==> src/rtl/adc_emu_pkg.sv <==
package adc_emu_pkg;

  localparam int CMD_W  = 4;
  localparam int NUM_CH = 8;

  localparam logic [CMD_W-1:0] CMD_PDOWN  = 4'h8;
  localparam logic [CMD_W-1:0] CMD_FAST   = 4'h9;
  localparam logic [CMD_W-1:0] CMD_SLOW   = 4'hA;
  localparam logic [CMD_W-1:0] CMD_T_MID  = 4'hB;
  localparam logic [CMD_W-1:0] CMD_T_LOW  = 4'hC;
  localparam logic [CMD_W-1:0] CMD_T_HIGH = 4'hD;

  typedef enum logic [2:0] {
    K_CHAN,
    K_TEST,
    K_PDOWN,
    K_FAST,
    K_SLOW,
    K_NONE
  } cmd_kind_e;

  function automatic cmd_kind_e classify(input logic [CMD_W-1:0] c);
    cmd_kind_e k;
    if (!c[CMD_W-1]) begin
      k = K_CHAN;
    end else begin
      case (c)
        CMD_PDOWN:                      k = K_PDOWN;
        CMD_FAST:                       k = K_FAST;
        CMD_SLOW:                       k = K_SLOW;
        CMD_T_MID, CMD_T_LOW, CMD_T_HIGH: k = K_TEST;
        default:                        k = K_NONE;
      endcase
    end
    return k;
  endfunction

endpackage

==> src/rtl/adc_emu_sync.sv <==
module adc_emu_sync #(
  parameter int             W       = 1,
  parameter int             STAGES  = 2,
  parameter logic [W-1:0]   RST_VAL = '0
) (
  input  logic         clk,
  input  logic         rst_n,
  input  logic [W-1:0] d,
  output logic [W-1:0] q
);

  localparam int NST = (STAGES < 2) ? 2 : STAGES;

  logic [NST-1:0][W-1:0] stg_q;
  logic [NST-1:0][W-1:0] stg_n;

  always_comb begin
    stg_n = {stg_q[NST-2:0], d};
  end

  always_ff @(posedge clk or negedge rst_n) begin
    if (!rst_n) begin
      stg_q <= {NST{RST_VAL}};
    end else begin
      stg_q <= stg_n;
    end
  end

  assign q = stg_q[NST-1];

endmodule

==> src/rtl/adc_emu_frame.sv <==
module adc_emu_frame
  import adc_emu_pkg::*;
#(
  parameter int RES_W      = 10,
  parameter int FRAME_BITS = 16
) (
  input  logic             clk,
  input  logic             rst_n,
  input  logic             s_cs_n,
  input  logic             s_sclk,
  input  logic             s_mosi,
  input  logic [RES_W-1:0] result,
  output logic             miso_bit,
  output logic             cmd_valid,
  output logic [CMD_W-1:0] cmd
);

  localparam int PAD   = FRAME_BITS - RES_W;
  localparam int BIT_W = $clog2(CMD_W + 1);
  localparam logic [BIT_W-1:0] FULL_CNT = BIT_W'(CMD_W);

  logic                  cs_d_q, sclk_d_q;
  logic [FRAME_BITS-1:0] out_q, out_n;
  logic [CMD_W-1:0]      in_q, in_n;
  logic [BIT_W-1:0]      nbits_q, nbits_n;

  logic cs_fall, cs_rise, sc_rise, sc_fall;

  assign cs_fall = cs_d_q & ~s_cs_n;
  assign cs_rise = ~cs_d_q & s_cs_n;
  assign sc_rise = ~sclk_d_q & s_sclk & ~s_cs_n;
  assign sc_fall = sclk_d_q & ~s_sclk & ~s_cs_n;

  always_comb begin
    out_n   = out_q;
    in_n    = in_q;
    nbits_n = nbits_q;
    if (cs_fall) begin
      out_n   = FRAME_BITS'(result) << PAD;
      in_n    = '0;
      nbits_n = '0;
    end else begin
      if (sc_fall) begin
        out_n = out_q << 1;
      end
      if (sc_rise && (nbits_q < FULL_CNT)) begin
        in_n    = {in_q[CMD_W-2:0], s_mosi};
        nbits_n = nbits_q + 1'b1;
      end
    end
  end

  always_ff @(posedge clk or negedge rst_n) begin
    if (!rst_n) begin
      cs_d_q   <= 1'b1;
      sclk_d_q <= 1'b0;
      out_q    <= '0;
      in_q     <= '0;
      nbits_q  <= '0;
    end else begin
      cs_d_q   <= s_cs_n;
      sclk_d_q <= s_sclk;
      out_q    <= out_n;
      in_q     <= in_n;
      nbits_q  <= nbits_n;
    end
  end

  assign miso_bit  = out_q[FRAME_BITS-1];
  assign cmd_valid = cs_rise && (nbits_q == FULL_CNT);
  assign cmd       = in_q;

endmodule

==> src/rtl/adc_emu_conv.sv <==
module adc_emu_conv
  import adc_emu_pkg::*;
#(
  parameter int RES_W       = 10,
  parameter int FAST_CYCLES = 24,
  parameter int SLOW_CYCLES = 96
) (
  input  logic                    clk,
  input  logic                    rst_n,
  input  logic                    cmd_valid,
  input  logic [CMD_W-1:0]        cmd,
  input  logic [NUM_CH*RES_W-1:0] ain_flat,
  output logic                    eoc,
  output logic [RES_W-1:0]        result
);

  localparam int MAX_CYC = (FAST_CYCLES > SLOW_CYCLES) ? FAST_CYCLES : SLOW_CYCLES;
  localparam int CNT_W   = $clog2(MAX_CYC + 1);
  localparam logic [CNT_W-1:0] FAST_LD = CNT_W'(FAST_CYCLES - 1);
  localparam logic [CNT_W-1:0] SLOW_LD = CNT_W'(SLOW_CYCLES - 1);
  localparam logic [RES_W-1:0] MID_VAL  = RES_W'(1) << (RES_W - 1);
  localparam logic [RES_W-1:0] HIGH_VAL = '1;

  logic [RES_W-1:0] ch_val [NUM_CH];

  for (genvar g = 0; g < NUM_CH; g++) begin : g_ch
    assign ch_val[g] = ain_flat[g*RES_W +: RES_W];
  end

  logic [CMD_W-1:0] src_q, src_n, src_sel;
  logic             slow_q, slow_n;
  logic             busy_q, busy_n;
  logic [CNT_W-1:0] cnt_q, cnt_n;
  logic [RES_W-1:0] pend_q, pend_n;
  logic [RES_W-1:0] res_q, res_n;
  logic [RES_W-1:0] src_val;
  cmd_kind_e        kind;
  logic             start;

  assign kind = classify(cmd);

  always_comb begin
    if (cmd_valid && (kind == K_CHAN || kind == K_TEST)) begin
      src_sel = cmd;
    end else begin
      src_sel = src_q;
    end
  end

  always_comb begin
    if (!src_sel[CMD_W-1]) begin
      src_val = ch_val[src_sel[2:0]];
    end else begin
      case (src_sel)
        CMD_T_MID: src_val = MID_VAL;
        CMD_T_LOW: src_val = '0;
        default:   src_val = HIGH_VAL;
      endcase
    end
  end

  always_comb begin
    src_n  = src_q;
    slow_n = slow_q;
    busy_n = busy_q;
    cnt_n  = cnt_q;
    pend_n = pend_q;
    res_n  = res_q;
    start  = 1'b0;

    if (busy_q) begin
      if (cnt_q == '0) begin
        busy_n = 1'b0;
        res_n  = pend_q;
      end else begin
        cnt_n = cnt_q - 1'b1;
      end
    end

    if (cmd_valid) begin
      case (kind)
        K_CHAN, K_TEST: begin
          src_n = cmd;
          start = 1'b1;
        end
        K_PDOWN: begin
          busy_n = 1'b0;
        end
        K_FAST: begin
          slow_n = 1'b0;
          start  = 1'b1;
        end
        K_SLOW: begin
          slow_n = 1'b1;
          start  = 1'b1;
        end
        default: ;
      endcase
    end

    if (start) begin
      busy_n = 1'b1;
      cnt_n  = slow_n ? SLOW_LD : FAST_LD;
      pend_n = src_val;
    end
  end

  always_ff @(posedge clk or negedge rst_n) begin
    if (!rst_n) begin
      src_q  <= '0;
      slow_q <= 1'b0;
      busy_q <= 1'b0;
      cnt_q  <= '0;
      pend_q <= '0;
      res_q  <= '0;
    end else begin
      src_q  <= src_n;
      slow_q <= slow_n;
      busy_q <= busy_n;
      cnt_q  <= cnt_n;
      pend_q <= pend_n;
      res_q  <= res_n;
    end
  end

  assign eoc    = ~busy_q;
  assign result = res_q;

endmodule

==> src/rtl/adc_emu.sv <==
module adc_emu
  import adc_emu_pkg::*;
#(
  parameter int RES_W       = 10,
  parameter int FRAME_BITS  = 16,
  parameter int FAST_CYCLES = 24,
  parameter int SLOW_CYCLES = 96,
  parameter int SYNC_STAGES = 2
) (
  input  logic                    clk,
  input  logic                    rst_n,
  input  logic                    spi_cs_n,
  input  logic                    spi_sclk,
  input  logic                    spi_mosi,
  input  logic [NUM_CH*RES_W-1:0] ain_flat,
  output logic                    spi_miso,
  output logic                    spi_miso_oe,
  output logic                    eoc
);

  logic [1:0] rst_pipe_q;
  logic       rst_int_n;

  always_ff @(posedge clk or negedge rst_n) begin
    if (!rst_n) begin
      rst_pipe_q <= '0;
    end else begin
      rst_pipe_q <= {rst_pipe_q[0], 1'b1};
    end
  end

  assign rst_int_n = rst_pipe_q[1];

  logic [2:0] pins_raw, pins_s;

  assign pins_raw = {spi_cs_n, spi_sclk, spi_mosi};

  adc_emu_sync #(
    .W       (3),
    .STAGES  (SYNC_STAGES),
    .RST_VAL (3'b100)
  ) u_sync (
    .clk   (clk),
    .rst_n (rst_int_n),
    .d     (pins_raw),
    .q     (pins_s)
  );

  logic             miso_bit;
  logic             cmd_valid;
  logic [CMD_W-1:0] cmd;
  logic [RES_W-1:0] result;

  adc_emu_frame #(
    .RES_W      (RES_W),
    .FRAME_BITS (FRAME_BITS)
  ) u_frame (
    .clk       (clk),
    .rst_n     (rst_int_n),
    .s_cs_n    (pins_s[2]),
    .s_sclk    (pins_s[1]),
    .s_mosi    (pins_s[0]),
    .result    (result),
    .miso_bit  (miso_bit),
    .cmd_valid (cmd_valid),
    .cmd       (cmd)
  );

  adc_emu_conv #(
    .RES_W       (RES_W),
    .FAST_CYCLES (FAST_CYCLES),
    .SLOW_CYCLES (SLOW_CYCLES)
  ) u_conv (
    .clk       (clk),
    .rst_n     (rst_int_n),
    .cmd_valid (cmd_valid),
    .cmd       (cmd),
    .ain_flat  (ain_flat),
    .eoc       (eoc),
    .result    (result)
  );

  assign spi_miso_oe = ~pins_s[2];
  assign spi_miso    = spi_miso_oe & miso_bit;

endmodule

==> config.mk <==
export PLATFORM = sky130hd
export DESIGN_NAME = adc_emu
export DESIGN_NICKNAME = d
export VERILOG_FILES = /design/src/rtl/adc_emu_pkg.sv /design/src/rtl/adc_emu_sync.sv /design/src/rtl/adc_emu_frame.sv /design/src/rtl/adc_emu_conv.sv /design/src/rtl/adc_emu.sv
export SDC_FILE = /design/constraint.sdc
export NUM_CORES = 1
export LEC_CHECK = 0
export BUFFER_PORTS_ARGS = -buffer_cell sky130_fd_sc_hd__buf_2
export CELL_PAD_IN_SITES_DETAIL_PLACEMENT = 2
export CELL_PAD_IN_SITES_GLOBAL_PLACEMENT = 2
export CORE_AREA = 2 2 115 117
export DETAILED_ROUTE_END_ITERATION = 8
export DIE_AREA = 0 0 117 119
export PLACE_DENSITY_LB_ADDON = 0.1
export SLEW_MARGIN = 20
export SYNTH_ARGS = -nofsm -noshare
export SYNTH_HDL_FRONTEND = slang
export SYNTH_SLANG_ARGS = --single-unit
export TNS_END_PERCENT = 100
==> constraint.sdc <==
create_clock -name clk -period 2 [get_ports clk]
set_clock_uncertainty 0.2 [all_clocks]
set_input_delay 0.4 -clock clk [delete_from_list [all_inputs] [get_ports clk]]
set_output_delay 0.4 -clock clk [all_outputs]
set_load 0.1 [all_outputs]
==> impl_metrics.tcl <==
set metrics [dict create \
    dpl.cell_count 688 \
    drtPass1Iterations 4 \
    path_class "flop to flop" \
    overflow 0 \
    whs_ps 56.1 \
    cp.required_ps 2050 \
    run_status "finished, violations left" \
    ys.flop_type "dfrtp_1" \
    clk_path_buf_depth 2 \
    finalMaxSlewViolations 0 \
    synth_cell_types 54 \
    reg2regPathDepth 9 \
    fillers 1350 \
    start_util 0.282 \
    yosysWarningCount 0 \
    gp_congestion 0.815 \
    synth.avg_cell_area_um2 9.56 \
    antenna_found_initial 0 \
    max_cap_viol_count 0 \
    clock-root-buffer "clkbuf_16" \
    synth_fp_nets 469 \
    syn2layout_area_growth_pct 68.2 \
    power_density_mw_per_mm2 786 \
    design.die.area_mm2 0.0139 \
    antenna_cells 0 \
    clkSlewWorstSetupHoldPaths_ps 50 \
    htree_levels 3 \
    slew_headroom 0.615 \
    first_global_vias 4309 \
    violations "negative setup slack" \
    clock_sinks 60 \
    hold_viol_final 0 \
    cts_tree "done" \
    grt_usage 0.224 \
    wirelength_um 15700 \
    peakVddDrop_mv 0.431 \
    grt_max_degree 28 \
    end_kind "flop" \
    drive_gt1_frac 0.544 \
    drc 0 \
    hold_path.class "flop to async pin" \
    grt_pass1_wl_um 23900 \
    worstPathArrival_ps 2790 \
    finalCritPeriodShare 1.37 \
    fin_nets 652 \
    routedWlPerCell_um 21.1 \
    start_kind "flop" \
    numPortBuffers 87 \
    max_freq_mhz 365 \
    finalSetupTns_ps -9560 \
    viasPerCell 5.10 \
    ys_seq_area_frac 0.415 \
    syn_area_mm2 0.00363 \
    worstPathMaxFanout 10 \
    p_leak_nw 2.73 \
    dp_hpwl_um 10300 \
    row_count 42 \
    finalNonFillerCells 744 \
    synthCells 380 \
    ant_nets 0 \
    fin_ws_ps -741 \
    coreArea_mm2 0.0129 \
    first_iter_violations 105 \
    io_pins 88 \
    die_h_um 119 \
    synth_edf_count 0 \
    cts_buffers 9 \
    fp.dieW_um 117 \
    finalCriticalPeriod_ps 2740 \
    ys_seq_elements 60 \
    worst_pin_slew_ps 573 \
    ys_async_sr_fraction 1.00 \
    clock_latency_ps 330 \
    num_vias 3797 \
    setup_viol 29 \
    rsz0062_at_grt "yes" \
]
-- metrics by stage --
stage / power, mW / setup slack (ps) / util / instance area [um2]
floorplan: 2.13 / -401 / - / 3710
global placement: 2.64 / -776 / 0.378 / 4860
detailed placement: 2.69 / -891 / 0.378 / 4860
CTS: 4.68 / -648 / 0.453 / 5830
global route: 5.06 / -873 / 0.474 / 6110
finish: 4.80 / -741 / 0.474 / 6110
-- power breakdown --
part           leakage (nW)  internal (mW)  total (mW)  switching, mW
Clock                 0.151           1.12        1.70          0.575
Sequential            0.753           1.37        1.48          0.111
Combinational          1.83          0.838        1.62          0.786
-- cells by family (layout without fill, tap and decap cells) --
family	after synthesis	after routing	synth area share
xor+xnor	8	8	0.0193
mux	30	30	0.0893
simple gates	109	109	0.149
fa+ha+maj	4	4	0.0138
compound gates	127	127	0.263
flops	60	60	0.415
other cells	1	1	0.00103
buf+inv	41	229	0.0503
-- synthesized netlist by cell type, types with 2 or more instances --
| library cell | number | area [um2] |
|---|---|---|
| mux2i_1 | 11 | 110 |
| a22o_1 | 7 | 61.3 |
| nor4_1 | 3 | 18.8 |
| nor3_1 | 6 | 30.0 |
| and2_1 | 2 | 12.5 |
| ha_1 | 4 | 50.1 |
| nand2b_1 | 10 | 62.6 |
| dfrtp_1 | 57 | 1430 |
| nor2_1 | 14 | 52.6 |
| dfstp_2 | 3 | 78.8 |
| o21ai_1 | 13 | 65.1 |
| xnor2_1 | 5 | 43.8 |
| xor2_1 | 3 | 26.3 |
| clkbuf_1 | 18 | 67.6 |
| nor2b_1 | 3 | 18.8 |
| nand3_1 | 28 | 140 |
| inv_1 | 8 | 30.0 |
| a2111oi_2 | 8 | 120 |
| or3_1 | 2 | 12.5 |
| and2b_1 | 2 | 15.0 |
| a21oi_1 | 4 | 20.0 |
| a211oi_4 | 2 | 40.0 |
| inv_2 | 2 | 7.51 |
| mux2_2 | 19 | 214 |
| nand2_1 | 31 | 116 |
| o21ai_0 | 40 | 200 |
| buf_2 | 9 | 45.0 |
| or4_1 | 3 | 22.5 |
| o41ai_1 | 9 | 78.8 |
| a211oi_1 | 28 | 210 |
| o211ai_1 | 3 | 22.5 |
-- worst max-delay path: stages, from the launching register on --
cell	delay (ps)
dfrtp_1	390
inv_2	90
ha_4	130
and4b_2	320
nor2_1	60
or4_4	580
buf_6	190
a2111oi_4	440
nor4_2	90
o22ai_1	150
-- final cells by class --
cell class	count	area [um2]	area share
inverter	12	73.8	0.0121
clock inverter	6	87.6	0.0143
multi-input combinational	279	2380	0.390
clock buffer	10	239	0.0391
sequential	60	1510	0.247
tap	176	220	0.0361
timing repair inverter	1	8.76	0.00143
timing repair buffer	200	1590	0.260
-- layer usage --
| layer | part of all wire | vias to the layer above | GRT usage |
|---|---|---|---|
| li1 | - | 1791 | - |
| met1 | 0.44 | 1889 | 0.291 |
| met2 | 0.51 | 96 | 0.383 |
| met3 | 0.032 | 21 | 0.0331 |
| met4 | 0.019 | 0 | 0.0640 |
| met5 | 0 | - | 0 |
-- flip-flops by register name, indices dropped and copies added (netlist names) --
name / count
u_conv.cnt_q: 7
u_sync.q: 3
u_conv.src_q: 4
u_frame.cmd: 4
u_frame.nbits_q: 3
u_conv.pend_q: 10
u_sync.stg_n: 3
rst_pipe_q: 2
u_frame.out_q: 10
u_frame.sclk_d_q: 1
u_conv.slow_q: 1
u_conv.busy_q: 1
u_conv.result: 10
u_frame.cs_d_q: 1
-- path summary, 6_finish.rpt --
check / slack (ps) / startpoint / to
setup / recovery: -740 / u_frame.nbits_q[1] / u_conv.pend_q[8]
hold / removal: 60 / rst_pipe_q[1] / u_frame.out_q[13]
setup reg to reg: -740 / u_frame.nbits_q[1] / u_conv.pend_q[8]
hold reg to reg: 60 / rst_pipe_q[1] / u_frame.out_q[13]
max in group asynchronous: 920 / rst_pipe_q[1] / u_frame.out_q[12]
min in group clk: 150 / u_sync.stg_n[3] / u_sync.q[0]
-- cells in the final DEF, fill, tap and decap left out, types with 4 or more instances in the layout --
master	n
o21ai_1	14
o21ai_0	31
buf_12	15
dfrtp_1	56
nand3_1	28
o41ai_2	6
dlygate4sd3_1	4
buf_4	76
inv_1	5
a2111oi_4	8
nand2_1	30
clkinvlp_4	4
o21ai_2	7
mux2_2	19
clkbuf_16	9
buf_2	85
a211oi_2	7
mux2i_1	10
a211oi_1	20
nand2b_1	9
buf_6	16
xnor2_1	5
nor2_1	11
a22o_1	7
-- what timing repair did --
| action | 4_1_cts | 5_1_grt |
|---|---|---|
| setup buffers | 20 | 17 |
| hold endpoints to repair | 5 | 0 |
| gates resized for setup | 72 | 43 |
| pin swaps | 17 | 20 |
| gates cloned | 3 | 0 |
| endpoints found under the setup margin | 31 | 35 |
| hold buffers | 4 | 0 |
No activity file was read; power rests on OpenSTA's default activity.
